File: src/rtl/lnk_brk_pkg.sv
package lnk_brk_pkg;

    typedef enum logic [2:0] {
        ST_IDLE,
        ST_INIT,
        ST_PRE,
        ST_LOW,
        ST_ECHO,
        ST_POST,
        ST_SETTLE
    } seq_st_e;

    // States in which the serial clock runs
    function automatic logic st_clocks(seq_st_e s);
        return (s == ST_INIT) || (s == ST_PRE) || (s == ST_LOW) ||
               (s == ST_ECHO) || (s == ST_POST);
    endfunction

    // Data line level for a state
    function automatic logic st_data(seq_st_e s);
        return (s != ST_LOW);
    endfunction

    function automatic int max_of(int a, int b);
        return (a > b) ? a : b;
    endfunction

endpackage

File: src/rtl/lnk_brk_div.sv
module lnk_brk_div #(
    parameter int CW = 16
) (
    input  logic          clk,
    input  logic          rst_n,
    input  logic          en,
    input  logic [CW-1:0] lo_len,
    input  logic [CW-1:0] hi_len,
    output logic          scl,
    output logic          tick
);

    typedef struct packed {
        logic          ph;
        logic [CW-1:0] cnt;
    } div_s;

    div_s div_d, div_q;
    logic [CW-1:0] lim;

    always_comb begin
        div_d = div_q;
        tick  = 1'b0;
        lim   = div_q.ph ? hi_len : lo_len;
        if (!en) begin
            div_d.ph  = 1'b0;
            div_d.cnt = '0;
        end else if (div_q.cnt >= lim - 1'b1) begin
            div_d.cnt = '0;
            div_d.ph  = ~div_q.ph;
            tick      = div_q.ph;
        end else begin
            div_d.cnt = div_q.cnt + 1'b1;
        end
    end

    always_ff @(posedge clk or negedge rst_n) begin
        if (!rst_n) begin
            div_q <= '0;
        end else begin
            div_q <= div_d;
        end
    end

    assign scl = en ? div_q.ph : 1'b1;

endmodule

File: src/rtl/lnk_brk_fsm.sv
module lnk_brk_fsm
    import lnk_brk_pkg::*;
#(
    parameter int INIT_CYC   = 5000,
    parameter int PRE_CYC    = 50,
    parameter int LOW_CYC    = 256,
    parameter int ECHO_CYC   = 16,
    parameter int POST_CYC   = 16000,
    parameter int SETTLE_CYC = 20000
) (
    input  logic    clk,
    input  logic    rst_n,
    input  logic    init_req,
    input  logic    brk_req,
    input  logic    tick,
    output seq_st_e state,
    output logic    start,
    output logic    done
);

    localparam int MAXC  = max_of(max_of(max_of(INIT_CYC, PRE_CYC), max_of(LOW_CYC, ECHO_CYC)),
                                  max_of(POST_CYC, SETTLE_CYC));
    localparam int CNT_W = $clog2(MAXC + 1);

    typedef struct packed {
        seq_st_e          st;
        logic [CNT_W-1:0] cnt;
        logic             done;
    } fsm_s;

    fsm_s fsm_d, fsm_q;
    logic [CNT_W-1:0] lim;
    seq_st_e          nxt;

    // Length of the current phase and the phase that follows it
    always_comb begin
        lim = CNT_W'(1);
        nxt = ST_IDLE;
        case (fsm_q.st)
            ST_INIT:   begin lim = CNT_W'(INIT_CYC);   nxt = ST_SETTLE; end
            ST_PRE:    begin lim = CNT_W'(PRE_CYC);    nxt = ST_LOW;    end
            ST_LOW:    begin lim = CNT_W'(LOW_CYC);    nxt = ST_ECHO;   end
            ST_ECHO:   begin lim = CNT_W'(ECHO_CYC);   nxt = ST_POST;   end
            ST_POST:   begin lim = CNT_W'(POST_CYC);   nxt = ST_SETTLE; end
            ST_SETTLE: begin lim = CNT_W'(SETTLE_CYC); nxt = ST_IDLE;   end
            default:   begin lim = CNT_W'(1);          nxt = ST_IDLE;   end
        endcase
    end

    always_comb begin
        fsm_d      = fsm_q;
        fsm_d.done = 1'b0;
        start      = 1'b0;
        if (fsm_q.st == ST_IDLE) begin
            fsm_d.cnt = '0;
            if (brk_req) begin
                fsm_d.st = ST_PRE;
                start    = 1'b1;
            end else if (init_req) begin
                fsm_d.st = ST_INIT;
                start    = 1'b1;
            end
        end else if (fsm_q.st == ST_SETTLE) begin
            if (fsm_q.cnt == lim - 1'b1) begin
                fsm_d.st   = nxt;
                fsm_d.cnt  = '0;
                fsm_d.done = 1'b1;
            end else begin
                fsm_d.cnt = fsm_q.cnt + 1'b1;
            end
        end else if (tick) begin
            if (fsm_q.cnt == lim - 1'b1) begin
                fsm_d.st  = nxt;
                fsm_d.cnt = '0;
            end else begin
                fsm_d.cnt = fsm_q.cnt + 1'b1;
            end
        end
    end

    always_ff @(posedge clk or negedge rst_n) begin
        if (!rst_n) begin
            fsm_q <= '{st: ST_IDLE, cnt: '0, done: 1'b0};
        end else begin
            fsm_q <= fsm_d;
        end
    end

    assign state = fsm_q.st;
    assign done  = fsm_q.done;

endmodule

File: src/rtl/lnk_brk_top.sv
module lnk_brk_top
    import lnk_brk_pkg::*;
#(
    parameter int CW         = 16,
    parameter int INIT_CYC   = 5000,
    parameter int PRE_CYC    = 50,
    parameter int LOW_CYC    = 256,
    parameter int ECHO_CYC   = 16,
    parameter int POST_CYC   = 16000,
    parameter int SETTLE_CYC = 20000
) (
    input  logic          clk,
    input  logic          rst_n,
    input  logic          init_req,
    input  logic          brk_req,
    input  logic [CW-1:0] clk_lo_cyc,
    input  logic [CW-1:0] clk_hi_cyc,
    output logic          scl_o,
    output logic          sda_o,
    output logic          sda_oe,
    output logic          busy,
    output logic          done
);

    typedef struct packed {
        logic [CW-1:0] lo;
        logic [CW-1:0] hi;
        logic          oe;
    } cfg_s;

    cfg_s    cfg_d, cfg_q;
    seq_st_e state;
    logic    start;
    logic    tick;
    logic    run;

    always_comb begin
        cfg_d    = cfg_q;
        cfg_d.oe = 1'b1;
        if (start) begin
            cfg_d.lo = (clk_lo_cyc == '0) ? CW'(1) : clk_lo_cyc;
            cfg_d.hi = (clk_hi_cyc == '0) ? CW'(1) : clk_hi_cyc;
        end
    end

    always_ff @(posedge clk or negedge rst_n) begin
        if (!rst_n) begin
            cfg_q <= '{lo: CW'(1), hi: CW'(1), oe: 1'b0};
        end else begin
            cfg_q <= cfg_d;
        end
    end

    assign run = st_clocks(state);

    lnk_brk_fsm #(
        .INIT_CYC   (INIT_CYC),
        .PRE_CYC    (PRE_CYC),
        .LOW_CYC    (LOW_CYC),
        .ECHO_CYC   (ECHO_CYC),
        .POST_CYC   (POST_CYC),
        .SETTLE_CYC (SETTLE_CYC)
    ) u_fsm (
        .clk      (clk),
        .rst_n    (rst_n),
        .init_req (init_req),
        .brk_req  (brk_req),
        .tick     (tick),
        .state    (state),
        .start    (start),
        .done     (done)
    );

    lnk_brk_div #(
        .CW (CW)
    ) u_div (
        .clk    (clk),
        .rst_n  (rst_n),
        .en     (run),
        .lo_len (cfg_q.lo),
        .hi_len (cfg_q.hi),
        .scl    (scl_o),
        .tick   (tick)
    );

    assign sda_o  = st_data(state);
    assign sda_oe = cfg_q.oe;
    assign busy   = (state != ST_IDLE);

endmodule

File: config.mk
export PLATFORM = sky130hd
export DESIGN_NAME = lnk_brk_top
export DESIGN_NICKNAME = d
export VERILOG_FILES = /design/src/rtl/lnk_brk_pkg.sv /design/src/rtl/lnk_brk_div.sv /design/src/rtl/lnk_brk_fsm.sv /design/src/rtl/lnk_brk_top.sv
export SDC_FILE = /design/constraint.sdc
export NUM_CORES = 1
export LEC_CHECK = 0
export ABC_AREA = 0
export BUFFER_PORTS_ARGS = -buffer_cell sky130_fd_sc_hd__buf_2
export CAP_MARGIN = 25
export CORE_ASPECT_RATIO = 1.25
export CORE_MARGIN = 10
export CORE_UTILIZATION = 26
export DETAILED_ROUTE_END_ITERATION = 7
export GPL_TIMING_DRIVEN = 0
export PLACE_DENSITY_LB_ADDON = 0.12
export SETUP_SLACK_MARGIN = 0.4
export SYNTH_ARGS = -nofsm -noshare
export SYNTH_HDL_FRONTEND = slang
export SYNTH_SLANG_ARGS = --single-unit
File: constraint.sdc
create_clock -name clk -period 5.98 [get_ports clk]
set_input_delay 0.897 -clock clk [delete_from_list [all_inputs] [get_ports clk]]
set_output_delay 0.897 -clock clk [all_outputs]
set_load 0.05 [all_outputs]
==> results.json, run 1 <==
{
  "vias_per_cell": 4.96,
  "layout.cells.non_filler": 757,
  "placed_cells": 741,
  "required_ps": 6260,
  "yosysTopAreaCellShare_pct": 37.7,
  "setup_tns_ps": 0,
  "fin_ws_ps": 960,
  "ys_ff_latch": 69,
  "synth_fp_nets": 536,
  "antenna_found_initial": 0,
  "cts-buffers-inserted": 9,
  "hold_class": "input pin to asynchronous set/reset pin",
  "htreeDepth": 3,
  "avgRoutedWirePerCell_um": 16.6,
  "dpl.hpwl_mm": 9.85,
  "syn2layout_area_growth_pct": 18.6,
  "fin_worst_skew_ps": 10.0,
  "synth_area_leaders": "dfrtp_1, mux2_2, ha_1, nor2_1, mux2i_1",
  "clockRootBuffer": "clkbuf_16",
  "synth-edff-count": 0,
  "slew_viol_final": 0,
  "synth-seq-area-share_pct": 38.9,
  "path_max_fanout": 10,
  "boundaryPins": 41,
  "clk_pin_slew_worst_paths_ps": 60,
  "crit_path_start": "u_div.div_q[16]$_DFFE_PN0P_",
  "grt.total_usage_pct": 11.3,
  "place_congestion": 0.853,
  "final_antenna_net_count": 0,
  "setup_viol": 0,
  "max_slew.worst_pin.slew_ps": 650,
  "p_sw_mw": 0.448,
  "irDropWorstVdd_mv": 0.168,
  "critPathCapture": "u_fsm.state[1]$_DFFE_PN0P_",
  "synth_ff_type": "dfrtp_1",
  "r2r_setup_slack_ps": 960,
  "final_layout_size_suffix_gt1_share_pct": 20.1,
  "grt_pass1_wl_mm": 20.6,
  "netlist_area_um2": 4450,
  "clkLatencyLatePin_ps": 340,
  "initial_core_util_pct": 26.5,
  "power_frac_seq_pct": 37.9,
  "cts_max_path_buffers": 2,
  "path_class": "flip-flop to flip-flop",
  "antenna_cells": 0,
  "clockPowerShare_pct": 39.6,
  "die_w_um": 137,
  "cts_setup_buffers": 0,
  "period_needed_ps": 5020,
  "rsz0062_at_grt": "false",
  "slew_headroom_pct": 56.7,
  "hold_viol_final": 0,
  "synth_most_common_cell": "dfrtp_1",
  "netlist_instances": 480,
  "rr_worst_depth": 19,
  "via_count": 3755,
  "drc": 0,
  "sw_frac_of_total_pct": 29.8,
  "p_int_mw": 1.05,
  "holdBufCountCts": 0,
  "die-area_um2": 22800,
  "powerDensity_nw_per_um2": 285,
  "wirelength_mm": 12.5,
  "grt_max_degree": 39,
  "power_frac_comb_pct": 22.5,
  "r2r_start": "u_div.div_q[16]$_DFFE_PN0P_",
  "globalRouteOverflowTotal": 0,
  "status": "finished, final reports clean",
  "maxCapViolations": 0,
  "ys.warnings.count": 0,
  "p_leak_nw": 2.16,
  "first_pass_iters": 4,
  "num-nets-final": 588,
  "crit_path_end_kind": "flip-flop",
  "rows": 53,
  "synthArstFlopShare_pct": 100,
  "pre_cts_ws_ps": 530,
  "synth_cell_types": 55,
  "cts.sinks": 69,
  "grt_pass1_vias": 3976,
  "fmax_mhz": 199,
  "n_fill_cell": 1788,
  "coreArea_um2": 16800,
  "finalCritPeriodShare_pct": 83.9,
  "yosysTopAreaCell": "dfrtp_1",
  "port_buffers": 40,
  "startpoint_type": "flip-flop",
  "p_total_mw": 1.50,
  "r2r-end": "u_fsm.state[1]$_DFFE_PN0P_",
  "yosys-top-cells-count": "dfrtp_1, nor2_1, mux2_2, nand2_1, inv_1",
  "cp.arrival_ps": 5300,
  "synth_area_per_cell_um2": 9.26,
  "first_iter_violations": 164,
  "tritoncts": "yes",
  "die_h_um": 166
}
## power groups by stage
| stage | clock [mW] | sequential (mW) | combinational (mW) |
|---|---|---|---|
| 5_1_grt | 0.629 | 0.578 | 0.395 |
| 6_report | 0.595 | 0.569 | 0.338 |
| 3_3_place_gp | 0 | 0.577 | 0.336 |
| 4_1_cts | 0.614 | 0.569 | 0.348 |
| 3_5_place_dp | 0 | 0.577 | 0.347 |
| 2_1_floorplan | 0 | 0.560 | 0.257 |
## cell type report
cell class              instances  area, um2  area share, %
multi-input cells             367       2530           48.0
flip-flops and latches         69       1730           32.8
clock buffers                  12        256           4.87
inverters                      23       86.3           1.64
well taps                     220        275           5.22
clock inverters                 4       70.1           1.33
plain buffers                  21        103           1.95
repair buffers                 41        223           4.23
## worst min-delay path by stage
stage	from	endpoint	cells after the start
2_1_floorplan	u_div.div_q[0]$_DFF_PN0_	u_div.div_q[0]$_DFF_PN0_	1
5_1_grt	rst_n	u_fsm.done$_DFF_PN0_	1
6_report	rst_n	u_fsm.done$_DFF_PN0_	1
4_1_cts	rst_n	u_fsm.done$_DFF_PN0_	1
3_5_place_dp	cfg_q[17]$_DFFE_PN1P_	cfg_q[17]$_DFFE_PN1P_	2
3_3_place_gp	cfg_q[16]$_DFFE_PN0P_	cfg_q[16]$_DFFE_PN0P_	1
## state kept, by name (all words and copies together) (netlist names)
name and cells:
u_fsm.state 3, sda_oe 1, u_fsm.fsm_q 15, u_fsm.done 1, u_div.div_q 17, cfg_q 32
## per-layer routing
metal | track usage, % | part of all wire (%) | wire length (um) | vias up
met5 | 0 | 0 | 0 | -
met4 | 4.91 | 2.2 | 271 | 0
met3 | 2.51 | 3.6 | 449 | 16
met2 | 19.1 | 51 | 6430 | 64
met1 | 13.3 | 43 | 5390 | 1810
li1 | - | - | - | 1865
## placed cells by master, fill, tap and decap left out, drive strengths merged, types with 18 or more instances in the layout
master / netlist / final
dfrtp: 67 / 67
buf: 14 / 54
nor2: 45 / 45
nand2: 30 / 30
mux2: 30 / 30
inv: 22 / 22
nand3: 22 / 22
a21oi: 21 / 21
ha: 20 / 20
o21ai: 20 / 20
clkbuf: 7 / 20
nor3: 18 / 18
## stage by stage
step / hold slack, ps / area, um2 / utilization (%)
3_3_place_gp: 503 / 4920 / 29.3
6_report: 497 / 5270 / 31.4
5_1_grt: 530 / 5270 / 31.4
4_1_cts: 513 / 5270 / 31.4
3_5_place_dp: 510 / 4940 / 29.5
2_1_floorplan: 467 / 4450 / -
## critical path, stage by stage (launching register included)
cell	delay, ps
dfrtp_1	400
buf_2	250
buf_1	350
clkbuf_2	410
mux2i_1	300
ha_1	250
o221ai_1	200
nor2_1	220
o21ai_0	180
nor2_1	210
nand2_1	90
xnor2_1	140
ha_1	290
nand2_1	50
o21ai_0	450
a31oi_1	180
and2_1	230
clkbuf_1	280
or3_1	410
nand3_1	90
## timing repair
item | CTS | global route
gates resized for setup | 0 | 1
endpoints found under the hold margin | 0 | 0
setup endpoints to repair | 0 | 27
## cells by family after synthesis
logic type      count (synthesis)  synth area share, %
fa+ha+maj                      20                 5.63
flops                          69                 38.9
simple gates                  173                 20.0
buf+inv                        44                 4.22
compound gates                 95                 13.5
mux                            46                 11.2
other cells                     1               0.0844
xor+xnor                       32                 6.47
No activity file was read; power rests on OpenSTA's default activity.
==> inputs of run 2 (changes only) <==
--- a/config.mk
+++ b/config.mk
@@ -5,7 +5,7 @@
 export SDC_FILE = /design/constraint.sdc
 export NUM_CORES = 1
 export LEC_CHECK = 0
-export ABC_AREA = 0
+export ABC_AREA = 1
 export BUFFER_PORTS_ARGS = -buffer_cell sky130_fd_sc_hd__buf_2
 export CAP_MARGIN = 25
 export CORE_ASPECT_RATIO = 1.25
==> constraint.sdc (replaced) <==
create_clock -name clk -period 5.1 [get_ports clk]
set_input_delay 0.765 -clock clk [delete_from_list [all_inputs] [get_ports clk]]
set_output_delay 0.765 -clock clk [all_outputs]
set_load 0.05 [all_outputs]
==> results.json, run 2 <==
{
  "path_class": "flip-flop to flip-flop",
  "crit_path_start": "u_div.div_q[16]$_DFFE_PN0P_",
  "clockRootBuffer": "clkbuf_16",
  "p_total_mw": 2.95,
  "antenna_cells": 0,
  "via_count": 3904,
  "path_max_fanout": 10,
  "synth-seq-area-share_pct": 37.6,
  "initial_core_util_pct": 26.4,
  "fin_ws_ps": 1000,
  "synth_area_leaders": "dfrtp_1, nand2_1, mux2_2, ha_1, inv_1",
  "tritoncts": "yes",
  "reg.largest.list": "cfg_q: 32 flops, u_div.div_q: 17 flops, u_fsm.fsm_q: 15 flops",
  "synth_cell_types": 44,
  "ys.warnings.count": 0,
  "die-area_um2": 23400,
  "netlist_area_um2": 4600,
  "hold_viol_final": 0,
  "crit_path_end_kind": "flip-flop",
  "die_w_um": 139,
  "slowest_delay_ps": 410,
  "coreArea_um2": 17400,
  "r2r-end": "u_fsm.fsm_q[3]$_DFFE_PN0P_",
  "r2r_setup_slack_ps": 1000,
  "cts-buffers-inserted": 9,
  "grt.total_usage_pct": 10.6,
  "yosysTopAreaCellShare_pct": 36.4,
  "synth_most_common_cell": "nand2_1",
  "place_congestion": 0.848,
  "final_core_util_pct": 31.2,
  "final_common_cell": "nand2_1",
  "synth_area_per_cell_um2": 7.85,
  "critPathCapture": "u_fsm.fsm_q[3]$_DFFE_PN0P_",
  "rows": 54,
  "maxCapViolations": 0,
  "clkLatencyLatePin_ps": 340,
  "irDropWorstVdd_mv": 0.285,
  "yosys-top-cells-count": "nand2_1, dfrtp_1, inv_1, nor2_1, nand3_1",
  "cp_cell_sequence": "buf_6 -> buf_4 -> o21ai_1 -> ha_1 -> nand3_1 -> inv_1 -> nand4_2 -> nor2_2 -> nand3_1 -> xor2_1 -> ha_1 -> nand2_1 -> nor3_1 -> nand3_1 -> nand3_1 -> nand2_1 -> nand2_1 -> inv_1 -> nor2_2 -> nand2_1 -> nand2_1",
  "pre_cts_ws_ps": 926,
  "first_pass_iters": 4,
  "fin_worst_skew_ps": 9.43,
  "syn2layout_area_growth_pct": 18.3,
  "finalCritPeriodShare_pct": 80.4,
  "cts.sinks": 69,
  "required_ps": 5380,
  "grt_max_degree": 45,
  "cts.repair.resized": 0,
  "globalRouteOverflowTotal": 0,
  "mostFrequentLayoutCells": "nand2_1, dfrtp_1, inv_1, nor2_1, buf_2",
  "final_antenna_net_count": 0,
  "grt_pass1_vias": 3951,
  "num-nets-final": 694,
  "vias_per_cell": 4.50,
  "die_h_um": 169,
  "r2r_start": "u_div.div_q[16]$_DFFE_PN0P_",
  "powerDensity_nw_per_um2": 543,
  "synth-edff-count": 0,
  "rsz0062_at_grt": "false",
  "crit_top_cell": "nand2_1",
  "boundaryPins": 41,
  "status": "finished, final reports clean",
  "synth_ff_type": "dfrtp_1",
  "wirelength_mm": 12.4,
  "clk_pin_slew_worst_paths_ps": 60,
  "regMostFlops": "cfg_q",
  "synthArstFlopShare_pct": 100,
  "grt_pass1_wl_mm": 20.1,
  "fmax_mhz": 244,
  "netlist_instances": 586,
  "cp.arrival_ps": 4380,
  "synth_fp_nets": 642,
  "hold_class": "input pin to asynchronous set/reset pin",
  "p_leak_nw": 2.66,
  "yosysTopAreaCell": "dfrtp_1",
  "final_layout_size_suffix_gt1_share_pct": 19.8,
  "drc": 0,
  "crit_slowest_cell": "o21ai_1",
  "rr_worst_depth": 21,
  "antenna_found_initial": 0,
  "ys_ff_latch": 69,
  "startpoint_type": "flip-flop",
  "dpl.hpwl_mm": 9.99,
  "setup_tns_ps": 0,
  "holdBufCountCts": 0,
  "port_buffers": 40,
  "cts_max_path_buffers": 2,
  "slew_viol_final": 0,
  "first_iter_violations": 155,
  "largest_reg_flops": 32,
  "avgRoutedWirePerCell_um": 14.3,
  "setup_viol": 0,
  "htreeDepth": 3,
  "cts_setup_buffers": 0,
  "period_needed_ps": 4100
}
==> run 2: cell types whose count changed in the layout (fill, tap and decap cells not counted), sizes merged, moves of 9 or more <==
cell | before | now
a21oi | 21 | 12
a31oi | 17 | 0
and3 | 9 | 0
clkbuf | 20 | 11
inv | 22 | 69
mux2i | 16 | 4
nand2 | 30 | 164
nand3 | 22 | 39
nand4 | 9 | 19
nor2 | 45 | 65
nor3 | 18 | 7
o22ai | 13 | 0
==> run 2: cell type report <==
type	count	area, um2
Inverter	66	250
Buffer	15	103
Tap cell	224	280
Clock inverter	7	105
Clock buffer	9	225
Sequential cell	69	1730
Timing Repair Buffer	41	230
Fill cell	1891	12000
Multi-Input combinational cell	436	2520
==> run 2: worst min path at each step <==
stage / end / slack, ps / cells after the start
6_report: u_div.div_q[10]$_DFF_PN0_ / 340 / 1
5_1_grt: u_div.div_q[11]$_DFF_PN0_ / 370 / 1
4_1_cts: u_div.div_q[11]$_DFF_PN0_ / 350 / 1
3_5_place_dp: u_div.div_q[0]$_DFF_PN0_ / 450 / 1
3_3_place_gp: u_div.div_q[0]$_DFF_PN0_ / 450 / 1
2_1_floorplan: u_div.div_q[0]$_DFF_PN0_ / 430 / 1
==> run 2: cells by family (layout without fill, tap and decap cells) <==
group / after synthesis / in the layout / synth area share [%]
AND/OR/NAND/NOR: 314 / 314 / 30.3
buffers and inverters: 81 / 138 / 7.67
flip-flops: 69 / 69 / 37.6
AO/OA/AOI/OAI: 34 / 34 / 4.43
multiplexers: 34 / 34 / 8.21
XOR/XNOR: 33 / 33 / 6.28
adder cells (fa/ha/maj): 20 / 20 / 5.44
other: 1 / 1 / 0.0815
==> run 2: metrics by stage <==
| step | cells | hold WS [ps] | cell area, um2 |
|---|---|---|---|
| after floorplan | 586 | 432 | 4600 |
| final | 867 | 342 | 5440 |
| after detailed placement | 851 | 453 | 5110 |
| after global routing | 867 | 365 | 5440 |
| after CTS | 867 | 351 | 5440 |
| after global placement | 850 | 449 | 5080 |
==> run 2: report_power, final <==
group,total (mW),switching (mW),leakage (nW),internal [mW]
registers,0.818,0.0979,0.878,0.720
logic,1.43,0.896,1.62,0.537
clock network,0.704,0.268,0.159,0.436
total,2.95,1.26,2.66,1.69
==> run 2: critical path, delay by kind of cell, from the launching register on <==
| kind | cells | cell delay (ps) |
|---|---|---|
| compound gates | 1 | 410 |
| xor+xnor | 1 | 170 |
| fa+ha+maj | 2 | 540 |
| buf+inv | 4 | 610 |
| flops | 1 | 380 |
| simple gates | 13 | 1920 |
==> run 2: metal layers <==
metal	wire length [um]	GRT usage, %	share of wire [%]	up-vias
met1	5120	11.6	41	1840
met2	6700	19.5	54	42
met3	338	2.18	2.7	20
met4	248	4.13	2.0	0
li1	-	-	-	2002
met5	0	0	0	-
==> inputs of run 3 (changes only) <==
==> constraint.sdc (replaced) <==
create_clock -name clk -period 3.33 [get_ports clk]
set_input_delay 0.4995 -clock clk [delete_from_list [all_inputs] [get_ports clk]]
set_output_delay 0.4995 -clock clk [all_outputs]
set_load 0.05 [all_outputs]
==> results.json, run 3 (synthesis results as in run 2) <==
{
  "pre_cts_ws_ps": -147,
  "slew_headroom_pct": 60.0,
  "grt_pass1_wl_mm": 21.2,
  "n_fill_cell": 1877,
  "cts-buffers-inserted": 9,
  "hold_class": "input pin to asynchronous set/reset pin",
  "max_slew.worst_pin.slew_ps": 595,
  "crit_path_end_kind": "flip-flop",
  "final_area_um2": 5970,
  "powerDensity_nw_per_um2": 838,
  "largest_reg_flops": 32,
  "wirelength_mm": 13.0,
  "coreArea_um2": 17400,
  "rsz0062_at_grt": "true",
  "first_iter_violations": 157,
  "hold_viol_final": 0,
  "layout.cells.non_filler": 891,
  "via_count": 4027,
  "port_buffers": 40,
  "htreeDepth": 3,
  "p_total_mw": 5.01,
  "final_antenna_net_count": 0,
  "place_congestion": 0.845,
  "maxCapViolations": 0,
  "placed_cells": 851,
  "drc": 0,
  "dpl.hpwl_mm": 10.0,
  "first_pass_iters": 4,
  "clockRootBuffer": "clkbuf_16",
  "finalCritPeriodShare_pct": 95.0,
  "fin_ws_ps": 167,
  "period_needed_ps": 3160,
  "irDropWorstVdd_mv": 0.473,
  "initial_core_util_pct": 26.4,
  "grt_max_degree": 47,
  "tritoncts": "yes",
  "regArea_um2": 1730,
  "fmax_mhz": 316,
  "syn2layout_area_growth_pct": 29.9,
  "grt_pass1_vias": 4137,
  "fin_worst_skew_ps": 7.32,
  "setup_viol": 0,
  "setup_tns_ps": 0,
  "final_core_util_pct": 34.3,
  "status": "finished, final reports clean",
  "rows": 54,
  "p_leak_nw": 2.87,
  "die_h_um": 169,
  "clk_pin_slew_worst_paths_ps": 60,
  "regMostFlops": "cfg_q",
  "cp.arrival_ps": 3450,
  "cts_max_path_buffers": 2,
  "globalRouteOverflowTotal": 0,
  "final_common_cell": "nand2_1",
  "clkLatencyLatePin_ps": 340,
  "die_w_um": 139,
  "cts.sinks": 69,
  "num-nets-final": 718,
  "holdBufCountCts": 0,
  "required_ps": 3620,
  "hold-worst-slack_ps": 70.9,
  "avgRoutedWirePerCell_um": 14.6,
  "final_layout_size_suffix_gt1_share_pct": 29.4,
  "slew_viol_final": 0,
  "antenna_cells": 0,
  "multi_input_area_um2": 2750,
  "startpoint_type": "flip-flop",
  "reg.largest.list": "cfg_q: 32 flops, u_div.div_q: 17 flops, u_fsm.fsm_q: 15 flops",
  "antenna_found_initial": 0,
  "path_max_fanout": 7,
  "path_class": "flip-flop to flip-flop",
  "die-area_um2": 23400,
  "grt.total_usage_pct": 11.2,
  "mostFrequentLayoutCells": "nand2_1, dfrtp_1, inv_1",
  "vias_per_cell": 4.52,
  "placed_area_um2": 5190,
  "boundaryPins": 41
}
-- run 3: changes by cell type in the layout (fill, tap and decap cells not counted), sizes merged --
cell | before | now
clkinvlp | 1 | 3
buf | 54 | 76
bufbuf | 0 | 1
inv | 69 | 66
clkbuf | 11 | 13
-- run 3: layout make-up --
type                            count  share of cell area [%]
Multi-Input combinational cell    436                    46.1
Timing Repair Buffer               65                    8.13
Inverter                           66                    4.36
Tap cell                          224                    4.69
Sequential cell                    69                    28.9
Clock inverter                      6                    1.47
Buffer                             15                    2.49
Clock buffer                       10                    3.83
-- run 3: worst max-delay path, stage by stage, from the launching register on --
cell	delay [ps]
dfrtp_1	330
buf_6	150
inv_6	50
buf_8	130
or2_4	230
o21ai_4	70
inv_2	60
nor3_2	160
nand3_2	120
nor2_4	140
nand2_1	70
xor2_1	150
ha_1	300
nand2_1	70
inv_1	30
o21bai_1	120
nand2_1	80
a21oi_2	170
nand3_2	130
nand2_2	100
nand2_4	80
inv_8	100
buf_8	130
nand2_1	50
nand2_1	60
-- run 3: worst paths after layout --
path | from | slack (ps) | cells past startpoint | endpoint
hold / removal | rst_n | 70 | 1 | sda_oe$_DFF_PN0_
max in group asynchronous | rst_n | 2640 | 2 | cfg_q[17]$_DFFE_PN1P_
setup reg to reg | u_div.div_q[16]$_DFFE_PN0P_ | 170 | 24 | u_fsm.fsm_q[12]$_DFFE_PN0P_
min in group clk | clk_lo_cyc[9] | 400 | 2 | cfg_q[26]$_DFFE_PN0P_
hold reg to reg | u_div.div_q[0]$_DFF_PN0_ | 480 | 1 | u_div.div_q[0]$_DFF_PN0_
setup / recovery | u_div.div_q[16]$_DFFE_PN0P_ | 170 | 24 | u_fsm.fsm_q[12]$_DFFE_PN0P_
-- run 3: repair_timing --
action,CTS,global route
hold endpoints to repair,0,0
resized for setup,52,10
pin swaps,30,7
cloned,3,0
buffers inserted,18,3
setup endpoints to repair,35,35
-- run 3: layer usage --
metal | part of all wire, % | track usage [%] | routed length (um)
met5 | 0 | 0 | 0
met3 | 2.3 | 1.99 | 295
met1 | 41 | 12.2 | 5350
met2 | 54 | 20.5 | 7080
met4 | 2.3 | 5.32 | 297
-- run 3: power by group --
group / leakage, nW / switching (mW) / internal (mW)
clock network: 0.145 / 0.392 / 0.655
logic: 1.84 / 1.57 / 1.14
registers: 0.878 / 0.148 / 1.10
